File: src/rtl/tlsx_pkg.sv
`timescale 1ns/1ps
// Shared encodings for the transmit register slave.
// Assumes single-beat requests only.
package tlsx_pkg;
    // One-hot control states; values are visible to the checks below.
    typedef enum logic [2:0] {
        ST_IDLE = 3'b100,
        ST_TXO  = 3'b001,
        ST_ACK  = 3'b010
    } tlsx_state_e;

    localparam logic [2:0] A_PUT_FULL = 3'd0;
    localparam logic [2:0] A_PUT_PART = 3'd1;
    localparam logic [2:0] A_GET      = 3'd4;

    localparam logic [2:0] D_ACK      = 3'd0;
    localparam logic [2:0] D_ACK_DATA = 3'd1;
endpackage

File: src/rtl/tlsx_decode.sv
`timescale 1ns/1ps
// Request decoder: classifies an A-channel request and picks the write byte lane.
// Purely combinational; assumes DW is a power-of-two multiple of 8.
module tlsx_decode
    import tlsx_pkg::*;
#(
    parameter int AW = 16,
    parameter int DW = 32,
    parameter logic [AW-1:0] TXO_ADDR = 16'h0010
) (
    input  logic [2:0]    opcode,
    input  logic [AW-1:0] addr,
    input  logic [DW-1:0] wdata,
    output logic          go_txo,
    output logic [2:0]    rsp_op,
    output logic [7:0]    lane_byte
);
    localparam int LB = $clog2(DW / 8);

    logic is_put;
    logic hit;

    // Classify opcode and compare the word part of the address.
    always_comb begin
        is_put = (opcode == A_PUT_FULL) || (opcode == A_PUT_PART);
        hit    = (addr[AW-1:LB] == TXO_ADDR[AW-1:LB]);
        go_txo = is_put && hit;
        rsp_op = (opcode == A_GET) ? D_ACK_DATA : D_ACK;
    end

    // Byte lane selection depends on whether the bus is wider than a byte.
    generate
        if (LB > 0) begin : g_lanes
            always_comb lane_byte = wdata[int'(addr[LB-1:0]) * 8 +: 8];
        end else begin : g_single
            always_comb lane_byte = wdata[7:0];
        end
    endgenerate
endmodule

File: src/rtl/tlsx_ctrl.sv
`timescale 1ns/1ps
// One-hot control for the slave: idle -> (transmit ->) acknowledge -> idle.
// Accepts only while idle; assumes tx_busy and d_ready are synchronous to clk.
module tlsx_ctrl
    import tlsx_pkg::*;
(
    input  logic clk,
    input  logic rst_n,
    input  logic a_valid,
    input  logic go_txo,
    input  logic tx_busy,
    input  logic d_ready,
    output logic a_ready,
    output logic capture,
    output logic tx_strobe,
    output logic d_valid
);
    tlsx_state_e state_q, state_d;

    // Decode outputs straight from the current state.
    always_comb begin
        a_ready   = (state_q == ST_IDLE);
        capture   = a_ready && a_valid;
        tx_strobe = (state_q == ST_TXO) && !tx_busy;
        d_valid   = (state_q == ST_ACK);
    end

    // Next-state selection, each step gated by its handshake.
    always_comb begin
        state_d = state_q;
        unique case (state_q)
            ST_IDLE: if (a_valid) state_d = go_txo ? ST_TXO : ST_ACK;
            ST_TXO:  if (!tx_busy) state_d = ST_ACK;
            ST_ACK:  if (d_ready) state_d = ST_IDLE;
            default: state_d = ST_IDLE;
        endcase
    end

    // State register with synchronous reset to idle.
    always_ff @(posedge clk) begin
        if (!rst_n) state_q <= ST_IDLE;
        else        state_q <= state_d;
    end

    p_onehot_r9: assert property (@(posedge clk) disable iff (!rst_n)
        $countones(state_q) == 1);
    p_txo_path_r9: assert property (@(posedge clk) disable iff (!rst_n)
        (state_q == ST_TXO) |=> (state_q inside {ST_TXO, ST_ACK}));
    p_ack_path_r9: assert property (@(posedge clk) disable iff (!rst_n)
        (state_q == ST_ACK) |=> (state_q inside {ST_ACK, ST_IDLE}));
    p_ready_excl_r2: assert property (@(posedge clk) disable iff (!rst_n)
        a_ready |-> !d_valid);
    p_strobe_then_ack_r4: assert property (@(posedge clk) disable iff (!rst_n)
        tx_strobe |=> d_valid);
    p_busy_waits_r3: assert property (@(posedge clk) disable iff (!rst_n)
        ((state_q == ST_TXO) && tx_busy) |=> !d_valid);
endmodule

File: src/rtl/tlsx_resp.sv
`timescale 1ns/1ps
// Response and byte holding registers, loaded only on request acceptance.
// Assumes capture is high only while the control is idle.
module tlsx_resp #(
    parameter int SW = 4,
    parameter int ZW = 2
) (
    input  logic          clk,
    input  logic          rst_n,
    input  logic          capture,
    input  logic [2:0]    op_in,
    input  logic [SW-1:0] src_in,
    input  logic [ZW-1:0] size_in,
    input  logic [7:0]    byte_in,
    input  logic          d_valid,
    input  logic          d_ready,
    output logic [2:0]    d_opcode,
    output logic [SW-1:0] d_source,
    output logic [ZW-1:0] d_size,
    output logic [7:0]    tx_byte
);
    // Latch the response fields and write byte at the accepting edge.
    always_ff @(posedge clk) begin
        if (!rst_n) begin
            d_opcode <= '0;
            d_source <= '0;
            d_size   <= '0;
            tx_byte  <= '0;
        end else if (capture) begin
            d_opcode <= op_in;
            d_source <= src_in;
            d_size   <= size_in;
            tx_byte  <= byte_in;
        end
    end

    p_hold_fields_r8: assert property (@(posedge clk) disable iff (!rst_n)
        (d_valid && !d_ready) |=> (d_valid && $stable(d_opcode)
                                   && $stable(d_source) && $stable(d_size)));
    p_no_capture_in_ack_r9: assert property (@(posedge clk) disable iff (!rst_n)
        d_valid |-> !capture);
endmodule

File: src/rtl/tlsx_slave.sv
`timescale 1ns/1ps
// Transmit register slave: single-beat A/D channel slave whose put to the
// transmit address strobes one byte to a serial transmitter.
// Half bandwidth by design; assumes single-beat requests and a synchronous reset.
module tlsx_slave #(
    parameter int AW = 16,
    parameter int DW = 32,
    parameter int SW = 4,
    parameter int ZW = 2,
    parameter logic [AW-1:0] TXO_ADDR = 16'h0010
) (
    input  logic          clk,
    input  logic          rst_n,
    input  logic          a_valid,
    output logic          a_ready,
    input  logic [2:0]    a_opcode,
    input  logic [AW-1:0] a_addr,
    input  logic [DW-1:0] a_data,
    input  logic [SW-1:0] a_source,
    input  logic [ZW-1:0] a_size,
    output logic          d_valid,
    input  logic          d_ready,
    output logic [2:0]    d_opcode,
    output logic [DW-1:0] d_data,
    output logic [SW-1:0] d_source,
    output logic [ZW-1:0] d_size,
    input  logic          tx_busy,
    output logic          tx_strobe,
    output logic [7:0]    tx_byte
);
    logic       go_txo;
    logic       capture;
    logic [2:0] rsp_op;
    logic [7:0] lane_byte;

    tlsx_decode #(.AW(AW), .DW(DW), .TXO_ADDR(TXO_ADDR)) u_decode (
        .opcode    (a_opcode),
        .addr      (a_addr),
        .wdata     (a_data),
        .go_txo    (go_txo),
        .rsp_op    (rsp_op),
        .lane_byte (lane_byte)
    );

    tlsx_ctrl u_ctrl (
        .clk       (clk),
        .rst_n     (rst_n),
        .a_valid   (a_valid),
        .go_txo    (go_txo),
        .tx_busy   (tx_busy),
        .d_ready   (d_ready),
        .a_ready   (a_ready),
        .capture   (capture),
        .tx_strobe (tx_strobe),
        .d_valid   (d_valid)
    );

    tlsx_resp #(.SW(SW), .ZW(ZW)) u_resp (
        .clk      (clk),
        .rst_n    (rst_n),
        .capture  (capture),
        .op_in    (rsp_op),
        .src_in   (a_source),
        .size_in  (a_size),
        .byte_in  (lane_byte),
        .d_valid  (d_valid),
        .d_ready  (d_ready),
        .d_opcode (d_opcode),
        .d_source (d_source),
        .d_size   (d_size),
        .tx_byte  (tx_byte)
    );

    // No readable registers: read data is always zero.
    always_comb d_data = '0;

    p_ack_completes_r8: assert property (@(posedge clk) disable iff (!rst_n)
        (d_valid && d_ready) |=> a_ready);
endmodule

File: config.mk
export PLATFORM = sky130hd
export DESIGN_NAME = tlsx_slave
export DESIGN_NICKNAME = d
export VERILOG_FILES = /design/src/rtl/tlsx_pkg.sv /design/src/rtl/tlsx_decode.sv /design/src/rtl/tlsx_ctrl.sv /design/src/rtl/tlsx_resp.sv /design/src/rtl/tlsx_slave.sv
export SDC_FILE = /design/constraint.sdc
export NUM_CORES = 1
export LEC_CHECK = 0
export BUFFER_PORTS_ARGS = -buffer_cell sky130_fd_sc_hd__buf_2
export CAP_MARGIN = 20
export CORE_MARGIN = 5
export CORE_UTILIZATION = 35
export CTS_CLUSTER_SIZE = 28
export DETAILED_ROUTE_END_ITERATION = 6
export PLACE_DENSITY_LB_ADDON = 0.12
export SETUP_SLACK_MARGIN = 0.3
export SLEW_MARGIN = 20
export SYNTH_ARGS = -nofsm -noshare
export SYNTH_HDL_FRONTEND = slang
export SYNTH_HIERARCHICAL = 1
export SYNTH_SLANG_ARGS = --single-unit
File: constraint.sdc
create_clock -name clk -period 1.8 [get_ports clk]
set_input_delay 0.09 -clock clk [delete_from_list [all_inputs] [get_ports clk]]
set_output_delay 0.09 -clock clk [all_outputs]
set_load 0.02 [all_outputs]
; After elaboration in Yosys (flattened, before gate mapping)
; Cells that the tools add are included.
[word_totals]
ff_bits = 20
inputBits = 62
out_inout_bits = 52
word_cells = 28
[op_classes]
eq_ne = 9
shift = 1
muxes = 6
n_reduce_logical = 7
[op_table]
columns = operator, n
row1 = 32-bit by 6-bit indexed part select with 8-bit output, 1
row2 = 14-bit by 3-bit equality test with 1-bit output (second input constant), 1
row3 = 3-bit 2-to-1 mux, 3
row4 = 3-bit case mux with 3 select lines, 1
row5 = 3-bit by 1-bit equality test with 1-bit output (second input constant), 2
row6 = 3-bit equality test (second input constant), 2
row7 = 2-bit inequality test (second input constant), 2
row8 = 3-bit by 2-bit equality test with 1-bit output (second input constant), 1
row9 = 1-bit logical AND, 3
row10 = 3-bit logical NOT, 1
row11 = 3-bit AND reduction, 1
row12 = 2-bit 2-to-1 mux, 1
row13 = 2-bit by 1-bit inequality test with 1-bit output (second input constant), 1
row14 = 1-bit logical NOT, 1
row15 = 1-bit logical OR, 1
row16 = 1-bit 2-to-1 mux, 1

; Longest topological paths before layout
; Gate-level depths: netlist (run 1).
[depth]
depth_word = 6
ltp_mapped = 6

; By module
; The synthesis (run 1) kept the hierarchy.
[by_module_without_submodules]
columns = mod, instances, cells_each, area_per_inst_um2, seq_area_each_um2
row1 = tlsx_resp, 1, 54, 651.9, 340.3
row2 = tlsx_decode, 1, 19, 259.0, 0.0
row3 = tlsx_slave, 1, 33, 244.0, 0.0
row4 = tlsx_ctrl, 1, 20, 192.7, 60.1

; Worst setup path before layout (run 1)
; OpenSTA, ideal clock, no wires.
[synth_timing]
kind = register to register
start = register u_ctrl.state_q[2]
end = register u_resp.tx_byte[2]
setup_time_ps = 116
arrival_ps = 1257
t_required_ps = 1684
slack_ps = 427
stages_incl_launch_ff = 7
path_buffers = 2
period_less_slack_ps = 1373
cell_sequence = dfxtp_1 > nor2b_1 > and3_4 > buf_6 > buf_12 > mux2i_1 > nor2b_1
[synth_between]
elab_chain_len = 2
[synth_rtl]
columns = element, line
row1 = start: declaration, tlsx_ctrl.sv:18  ; tlsx_state_e state_q, state_d;
row2 = start signal: assignment, tlsx_ctrl.sv:42  ; else state_q <= state_d;
row3 = 3-bit equality test, tlsx_ctrl.sv:22  ; a_ready = (state_q == ST_IDLE);
row4 = 1-bit logical AND, tlsx_ctrl.sv:23  ; capture = a_ready && a_valid;
row5 = net capture, tlsx_slave.sv:32  ; logic capture;
row6 = end signal: assignment, tlsx_resp.sv:33  ; tx_byte <= byte_in;
row7 = end: declaration, tlsx_resp.sv:20  ; output logic [7:0] tx_byte
; The timed path passes the listed nets, and every way through them passes these cells.
; A chain may end at the register's enable or synchronous reset.

; Worst setup path after layout (run 1)
[layout_timing]
start = register u_ctrl.state_q[0]
end = output tx_strobe
[layout_between]
elab_chain_len = 2
[layout_rtl]
columns = element, line
row1 = 3-bit by 1-bit equality test with 1-bit output, tlsx_ctrl.sv:24  ; tx_strobe = (state_q == ST_TXO) && !tx_busy;
row2 = 1-bit logical AND, tlsx_ctrl.sv:24
row3 = end: declaration, tlsx_slave.sv:28  ; output logic tx_strobe,
; No other way between the ends.

==> impl_metrics.toml, run 1 <==
[logic_synthesis]
synth-edff-count = 0
synth-seq-cells = 20
syn_inst = 126
yosysWarnings = 6
synth_seq_area_share = 0.2971
synth_async_sr_flop_share = 0
synthDistinctLibCells = 28
syn_area_sq_mm = 0.001348
postSynthAreaPerCell_sq_um = 10.69
synth_ff_type = "dfxtp_1"

[power]
seqPwrFrac = 0.417
clkPwrFrac = 0.275
p_int_w = 0.0008396
p_per_area_mw_per_mm2 = 699.7
swShare = 0.2984
leakage_nw = 0.8645
p_sw_w = 0.0003571
vdd_drop_max_uv = 307.6
comb_power_share = 0.308

[setup_path]
path_class = "flop to output pin"
crit_required_ns = 1.71
path_buf_inv = 1
cp_slowest_cell = "dfxtp_1"
cp_max_fo = 6
cp-start-kind = "flop"
path_cells = "nor3b_2, nor2b_1, buf_2"
cp_top_family = "simple AND/OR/NAND/NOR gates"
critPathArrivalTime_ns = 1.28
cpPeakStageDelay_ns = 0.43
end_kind = "output pin"

[timing]
setup_viol = 0
fin_skew_ns = 0.001304
fin_crit_ns = 1.373
post-route-period-util = 0.7625
fmax_mhz = 728.6
final-hold-violation-count = 0
rsz0062_at_grt = "no"
tns_ns = 0
drv_slew = 0

[global_routing]
grt_pass1_wl_um = 4698
grt_pass1_vias = 1138
track_usage = 0.1113
globalRouteOverflowTotal = 0
grt_antenna_before_repair = 0
grt_max_degree = 21

[route]
drtPass1Iterations = 2
via_per_inst = 4.244
ant_nets = 0
drt-total-wl_um = 3069
drc = 0
vias = 1078
wl_per_cell_um = 12.08
drtIter0Drc = 20

[final_layout]
drive_gt1_frac = 0.4806
post-route-util = 0.4637
area_growth_pct = 26.93
nets = 269
fillers = 377
antenna_cells = 0

[clock_network]
clk_path_buf_depth = 2
cts.sinks = 20
cts.htree.levels = 1
cts-root-buf = "clkbuf_8"
hold_buffers = 0
cts_buffers = 3
worstSkewPairLatency_ns = 0.25
cts_tree = "done"
path_clk_slew_ns = 0.07

[place]
io_buffers = 81
hpwl_um = 2625
routabilityCongestion = 0.7909

[floorplan]
coreArea_sq_mm = 0.003689
ioPinCount = 114
rows = 22
die_area_sq_mm = 0.005191
initial_core_util = 0.3653
die_h_um = 72.05
fp.dieW_um = 72.05

[status]
status = "finished clean"

[job]
cap_violations = 0

[worst_hold_path]
hold_class = "input port to flop"
## power groups by stage
stage | Clock (W) | Sequential (W) | Combinational [W]
after floorplan | 0 | 0.000543 | 0.000274
after global placement | 0 | 0.000508 | 0.000350
after detailed placement | 0 | 0.000508 | 0.000356
after CTS | 0.000345 | 0.000499 | 0.000357
after global routing | 0.000366 | 0.000503 | 0.000400
final | 0.000330 | 0.000499 | 0.000368
## layout make-up
| type | count | area [sq um] | area share |
|---|---|---|---|
| Clock buffer | 4 | 55.05 | 0.03219 |
| Inverter | 1 | 3.754 | 0.002195 |
| Multi-Input combinational cell | 98 | 757.0 | 0.4426 |
| Sequential cell | 20 | 401.6 | 0.2348 |
| Tap cell | 48 | 60.06 | 0.03511 |
| Timing Repair Buffer | 83 | 432.9 | 0.2531 |
## Yosys cell counts, types with 2 or more instances
master,count,area (sq um)
buf_4,34,255.2
buf_6,2,22.52
dfxtp_1,20,400.4
nor2b_1,19,118.9
mux2i_1,17,170.2
conb_1,2,7.510
nor3b_1,2,15.01
nor4_1,3,18.77
mux4_2,8,180.2
## worst paths after layout
check                startpoint                 end  slack (ns)  depth (start not counted)
max reg2reg   u_ctrl/state_q[2]  u_resp/d_source[1]        0.51                          5
max           u_ctrl/state_q[0]           tx_strobe        0.43                          3
min reg2reg  u_resp/d_opcode[0]  u_resp/d_opcode[0]        0.51                          2
min                 a_source[0]  u_resp/d_source[0]         0.1                          3
## layout by cell type (no fill, tap or decap), types with 2 or more instances in the layout
cell       n
conb_1    34
nor4_1     3
nor2b_1   19
mux4_2     8
mux2i_1   17
nor3b_1    2
clkbuf_8   4
buf_2     81
dfxtp_1   19
## tightest hold or removal path, delay by kind of cell
family | cells | cell delay, ns
buffers and inverters | 1 | 0.08
and+or+nand+nor | 1 | 0.09
muxes | 1 | 0.05
## logic make-up after synthesis
kind of cell	share of synthesized area
other	0.005573
AND/OR/NAND/NOR	0.1773
AO/OA/AOI/OAI	0.02971
flip-flops	0.2971
buffers and inverters	0.2303
multiplexers	0.2600
## flip-flops by register name, summed over array words and instances (netlist names)
name	count
u_resp/d_size	2
u_resp/d_source	4
u_ctrl/state_q	3
u_resp/tx_byte	8
u_resp/d_opcode	3
## per-stage QoR
stage / instance area [sq um] / power, W / instances / setup WS [ns] / hold slack (ns)
after floorplan: 1468 / 0.0008173 / 158 / 0.4266 / 0.1611
after global placement: 1627 / 0.0008583 / 248 / 0.4111 / 0.3494
after detailed placement: 1627 / 0.0008645 / 248 / 0.3550 / 0.3592
after CTS: 1682 / 0.001201 / 252 / 0.3407 / 0.09135
after global routing: 1710 / 0.001270 / 254 / 0.3011 / 0.1171
final: 1710 / 0.001197 / 254 / 0.4274 / 0.09657
## per-layer routing
metal  GRT usage  vias to the layer above  share of wire
li1            -                      532              -
met1      0.1095                      489           0.33
met2      0.2224                       55           0.56
met3     0.03047                        2           0.10
met4     0.03340                        0         0.0075
met5           0                        -              0
## repair_timing
item,4_1_cts,5_1_grt
resized for setup,0,1
buffers inserted,0,2
setup endpoints to repair,0,17
Power figures use the tool's default switching activity.
==> inputs of run 2 (changes only) <==
==> constraint.sdc (replaced) <==
create_clock -name clk -period 1.34 [get_ports clk]
set_input_delay 0.067 -clock clk [delete_from_list [all_inputs] [get_ports clk]]
set_output_delay 0.067 -clock clk [all_outputs]
set_load 0.02 [all_outputs]
==> run 2 against run 1 <==
Power grew 39%; sequential cell count is the same; highest routed layer unchanged; final cell count grew 2.4%; critical path depth grew 2; count of clock-buffer cells in the layout is the same; clock skew is essentially flat; sequential share of layout area shrank 1.3 points; non-clock buffer count grew 6; via count grew 1.9%.
==> impl_metrics.toml, run 2 (synthesis gave the netlist of run 1 again) <==
[status]
status = "finished clean"

[setup_path]
critPathArrivalTime_ns = 1.39
cp_top_family = "simple AND/OR/NAND/NOR gates"
cp-start-kind = "flop"
path_cells = "nor2b_4, and3_4, clkbuf_16, mux2i_1, nor2b_1"
cp_max_fo = 7
rr_endpoint = "u_resp/tx_byte[6]"
cp-startpoint = "u_ctrl/state_q[2]"
reg2reg_depth = 5
cpPeakStageDelay_ns = 0.38
crit_required_ns = 1.49
path_class = "flop to flop"
rrSetupSlack_ns = 0.09
end_kind = "flop"
r2r_start = "u_ctrl/state_q[2]"
cp_slowest_cell = "dfxtp_4"
path_buf_inv = 1

[global_routing]
grt_max_degree = 21
grt_pass1_wl_um = 4816
globalRouteOverflowTotal = 0
grt_pass1_vias = 1153
track_usage = 0.1140
use_met3 = 0.02355
met2_usage = 0.2245
grt.busiest_layer = "met2"
grt_antenna_before_repair = 0
met1_usage = 0.1182

[clock_network]
clk_path_buf_depth = 2
path_clk_slew_ns = 0.07
cts_tree = "done"
cts_buffers = 3
cts.htree.levels = 1
worstSkewPairLatency_ns = 0.25
cts-root-buf = "clkbuf_8"
cts.sinks = 20
hold_buffers = 0

[floorplan]
initial_core_util = 0.3653
coreArea_sq_mm = 0.003689
rows = 22
ioPinCount = 114
die_area_sq_mm = 0.005191
fp.dieW_um = 72.05
die_h_um = 72.05

[worst_hold_path]
min_from = "a_source[0]"
hold-path-endpoint = "u_resp/d_source[0]"
whs_path_depth = 3
hold_class = "input port to flop"

[final_layout]
nets = 275
regMostFlops = "u_resp/tx_byte"
largestRegisters = "u_resp/tx_byte x8, u_resp/d_source x4"
stdcell_area_sq_mm = 0.001852
mostFrequentLayoutCell = "buf_2"
area_growth_pct = 37.42
drive_gt1_frac = 0.5283
mostFrequentLayoutCells = "78 x buf_2, 34 x conb_1, 18 x nor2b_1"
largest_register_ffs = 8
antenna_cells = 0

[timing]
rsz0062_at_grt = "yes"
drv_slew = 0
fin_skew_ns = 0.001559
hold_ws_ns = 0.07461
post-route-period-util = 0.9299
setup_ws_ns = 0.09394
setup_viol = 0
tns_ns = 0
fin_crit_ns = 1.246
fmax_mhz = 802.5
final-hold-violation-count = 0

[route]
drtIter0Drc = 23
vias = 1099
drt-total-wl_um = 3228
drtPass1Iterations = 4
wl_per_cell_um = 12.42
ant_nets = 0
via_per_inst = 4.227
drc = 0

[place]
placed_area_sq_mm = 0.001645
pre_cts_slack_ns = 0.02342
hpwl_um = 2643
io_buffers = 81
routabilityCongestion = 0.7251

[power]
leakage_nw = 0.9217
vdd_drop_max_uv = 386.3
p_per_area_mw_per_mm2 = 899.6

[job]
cap_violations = 0
[run 2: worst max-delay path by stage]
stage / to / slack, ns / depth (start not counted)
6_report: u_resp/tx_byte[6] / 0.09 / 5
5_1_grt: u_resp/d_source[2] / 0.02 / 5
4_1_cts: u_resp/tx_byte[6] / 0.11 / 5
3_5_place_dp: u_resp/d_source[3] / 0.02 / 4
3_3_place_gp: u_resp/tx_byte[7] / 0.04 / 4
2_1_floorplan: u_resp/tx_byte[2] / 0.07 / 6
[run 2: repair_timing]
item / CTS / global route
gates cloned: 0 / 1
pin swaps: 2 / 2
buffers inserted: 6 / 1
resized for setup: 7 / 7
setup endpoints to repair: 22 / 22
endpoints found under the hold margin: 0 / 0
[run 2: area by class of cell]
type | instances | area, sq um
repair buffers | 89 | 506.7
inverters | 1 | 3.754
multi-input cells | 98 | 814.5
well taps | 48 | 60.06
clock buffers | 4 | 55.05
fillers | 379 | 1837
flip-flops and latches | 20 | 411.6
[run 2: power by group]
group	internal, W	total [W]	switching [W]
sequential	0.000639	0.000671	0.0000321
combinational	0.000263	0.000547	0.000283
clock	0.000261	0.000448	0.000187
[run 2: worst register-to-register path, cell delays in order (launching register included)]
cell and delay, ns:
dfxtp_4 0.38, nor2b_4 0.15, and3_4 0.22, clkbuf_16 0.16, mux2i_1 0.18, nor2b_1 0.06
[run 2: stage by stage]
step / total power (W) / util / std cells
floorplan: 0.001108 / - / 158
global placement: 0.001162 / 0.4461 / 248
detailed placement: 0.001169 / 0.4461 / 248
CTS: 0.001658 / 0.4844 / 258
global route: 0.001761 / 0.5020 / 260
finish: 0.001666 / 0.5020 / 260
[run 2: routing by layer]
layer  vias to the layer above  part of all wire
met2                        53              0.55
met3                         2             0.099
met1                       498              0.34
met5                         -                 0
li1                        546                 -
met4                         0            0.0071
==> inputs of run 3 (changes only) <==
--- a/config.mk
+++ b/config.mk
@@ -16,5 +16,4 @@
 export SLEW_MARGIN = 20
 export SYNTH_ARGS = -nofsm -noshare
 export SYNTH_HDL_FRONTEND = slang
-export SYNTH_HIERARCHICAL = 1
 export SYNTH_SLANG_ARGS = --single-unit
==> run 3 against run 2 <==
Sequential cell count fell by 2; global-route usage up 1.7 points; register-to-register slack barely moved; worst setup slack got worse by 0.024 ns; via count rose by 1.4%; count of clock-buffer cells in the layout did not move; clock skew grew 0.0022 ns; maximum frequency fell by 1.9%; highest routed layer unchanged.
==> impl_metrics.toml, run 3 <==
[status]
status = "finished clean"

[clock_network]
cts_buffers = 3
clk_path_buf_depth = 2
cts_tree = "done"
path_clk_slew_ns = 0.10
cts.htree.levels = 1
cts-root-buf = "clkbuf_4"
cts.sinks = 18
worstSkewPairLatency_ns = 0.29

[route]
drt-total-wl_um = 3159
vias = 1114
wl_per_cell_um = 12.49
drc = 0
via_per_inst = 4.403
ant_nets = 0
drtIter0Drc = 47
drtPass1Iterations = 4

[global_routing]
grt_max_degree = 13
grt_pass1_vias = 1146
track_usage = 0.1309
grt_antenna_before_repair = 0
grt_pass1_wl_um = 4726
globalRouteOverflowTotal = 0

[final_layout]
largestRegisters = "u_resp.tx_byte x8, u_resp.d_source x4, u_ctrl.state_q x3"
antenna_cells = 0
area_growth_pct = 47.19
nets = 270
stdcell_area_sq_mm = 0.001768
regMostFlops = "u_resp.tx_byte"
largest_register_ffs = 8
mostFrequentLayoutCells = "76 x buf_2, 34 x conb_1, 15 x dfxtp_1"
drive_gt1_frac = 0.5797
fin_cells = 253
post-route-util = 0.5298
mostFrequentLayoutCell = "buf_2"

[setup_path]
crit_required_ns = 1.27
cp_max_fo = 6
critPathArrivalTime_ns = 1.20
path_class = "flop to output pin"
cp-start-kind = "flop"
end_kind = "output pin"

[timing]
rsz0062_at_grt = "yes"
post-route-period-util = 0.9481
fin_crit_ns = 1.270
fmax_mhz = 787.1
hold_ws_ns = 0.01474
final-hold-violation-count = 0
setup_viol = 0
fin_skew_ns = 0.003769
drv_slew = 0

[logic_synthesis]
yosysMostFrequentCell = "buf_4"
yosysWarnings = 0
synth-edff-count = 0
synth_seq_area_share = 0.3000
synth_ff_type = "dfxtp_1"
synth_top_area_frac = 0.3000
synth-seq-cells = 18
synthTopCellsByCount = "35 x buf_4, 18 x dfxtp_1"
synthDistinctLibCells = 28
postSynthAreaPerCell_sq_um = 9.846
synthTopCellsByArea = "dfxtp_1 30%, buf_4 22%, mux4_2 15%"
syn_inst = 122
syn_area_sq_mm = 0.001201
synth_async_sr_flop_share = 0
synth.largest_area_cell = "dfxtp_1"

[floorplan]
fp.dieW_um = 68.58
initial_core_util = 0.3600
ioPinCount = 114
coreArea_sq_mm = 0.003337
rows = 21
die_area_sq_mm = 0.004703
die_h_um = 68.58

[place]
io_buffers = 79
routabilityCongestion = 0.7043
placed_area_sq_mm = 0.001525
hpwl_um = 2639
post-place-cells = 243

[power]
p_int_w = 0.0009824
comb_power_share = 0.360
leakage_nw = 0.8595
p_sw_w = 0.0004848
seqPwrFrac = 0.415
clkPwrFrac = 0.225
p_per_area_mw_per_mm2 = 829.9
vdd_drop_max_uv = 254.6
finalPower_w = 0.001467
swShare = 0.3304

[job]
cap_violations = 0

[worst_hold_path]
hold_class = "input port to flop"
[run 3: cell types whose count changed in the layout (fill, tap and decap cells not counted), moves of 3 or more]
cell	change
nor2b_1	-18
mux2i_1	-10
o2bb2ai_2	+8
nand2_1	+7
nor2_1	+7
buf_4	-4
buf_6	+3
clkbuf_4	+3
clkbuf_8	-3
[run 3: cells by family (layout without fill, tap and decap cells)]
family                 count (synthesis)  count (layout)  share of synthesized area
buffers and inverters                 42              93                     0.2542
and+or+nand+nor                       33              34                     0.1490
DFF                                   18              18                     0.3000
AOI/OAI and AO/OA                     14              14                    0.09375
muxes                                 14              14                     0.2000
other                                  1              34                   0.003122
[run 3: area by class of cell]
class	instances	area, sq um
fill	351	1569
timing repair buffer	87	490.5
clock buffer	4	36.28
multi-input combinational	96	804.5
tap	46	57.56
inverter	2	7.507
sequential	18	371.6
[run 3: critical path, stage by stage (launching register included)]
cell	delay, ns
dfxtp_4	0.38
buf_8	0.14
nor3b_4	0.24
buf_6	0.16
[run 3: metal layers]
| layer | part of all wire | global-route usage |
|---|---|---|
| met5 | 0 | 0 |
| met4 | 0.0082 | 0.04467 |
| met3 | 0.11 | 0.03241 |
| met2 | 0.55 | 0.2384 |
| met1 | 0.34 | 0.1466 |
[run 3: through the flow]
stage | TNS, ns | worst slack (ns)
finish | 0 | 0.06951
global route | -0.01564 | -0.01247
detailed placement | -0.01403 | -0.01403
floorplan | 0 | 0.09614
global placement | 0 | 0.01201
CTS | 0 | 0.07369
[run 3: worst paths after layout]
kind | from | endpoint | slack, ns | cells past startpoint
worst min-delay path | a_source[0] | u_resp.d_source[0] | 0.01 | 3
worst max-delay path | u_ctrl.state_q[0] | a_ready | 0.07 | 3
worst min register to register | u_resp.tx_byte[6] | u_resp.tx_byte[6] | 0.47 | 2
worst max register to register | u_ctrl.state_q[1] | u_ctrl.state_q[0] | 0.08 | 4
[run 3: power groups by stage]
stage / combinational [W] / clock [W] / sequential, W
2_1_floorplan: 0.000330 / 0 / 0.000658
3_3_place_gp: 0.000442 / 0 / 0.000617
3_5_place_dp: 0.000449 / 0 / 0.000618
4_1_cts: 0.000479 / 0.000351 / 0.000609
5_1_grt: 0.000573 / 0.000378 / 0.000615
6_report: 0.000529 / 0.000329 / 0.000609
[run 3: repair_timing]
| action | in CTS | in global routing |
|---|---|---|
| cloned | 0 | 1 |
| pin swaps | 0 | 15 |
| setup buffers | 2 | 1 |
| gates resized for setup | 11 | 25 |
| endpoints found under the hold margin | 2 | 0 |
| endpoints found under the setup margin | 21 | 21 |
| hold buffers | 2 | 0 |
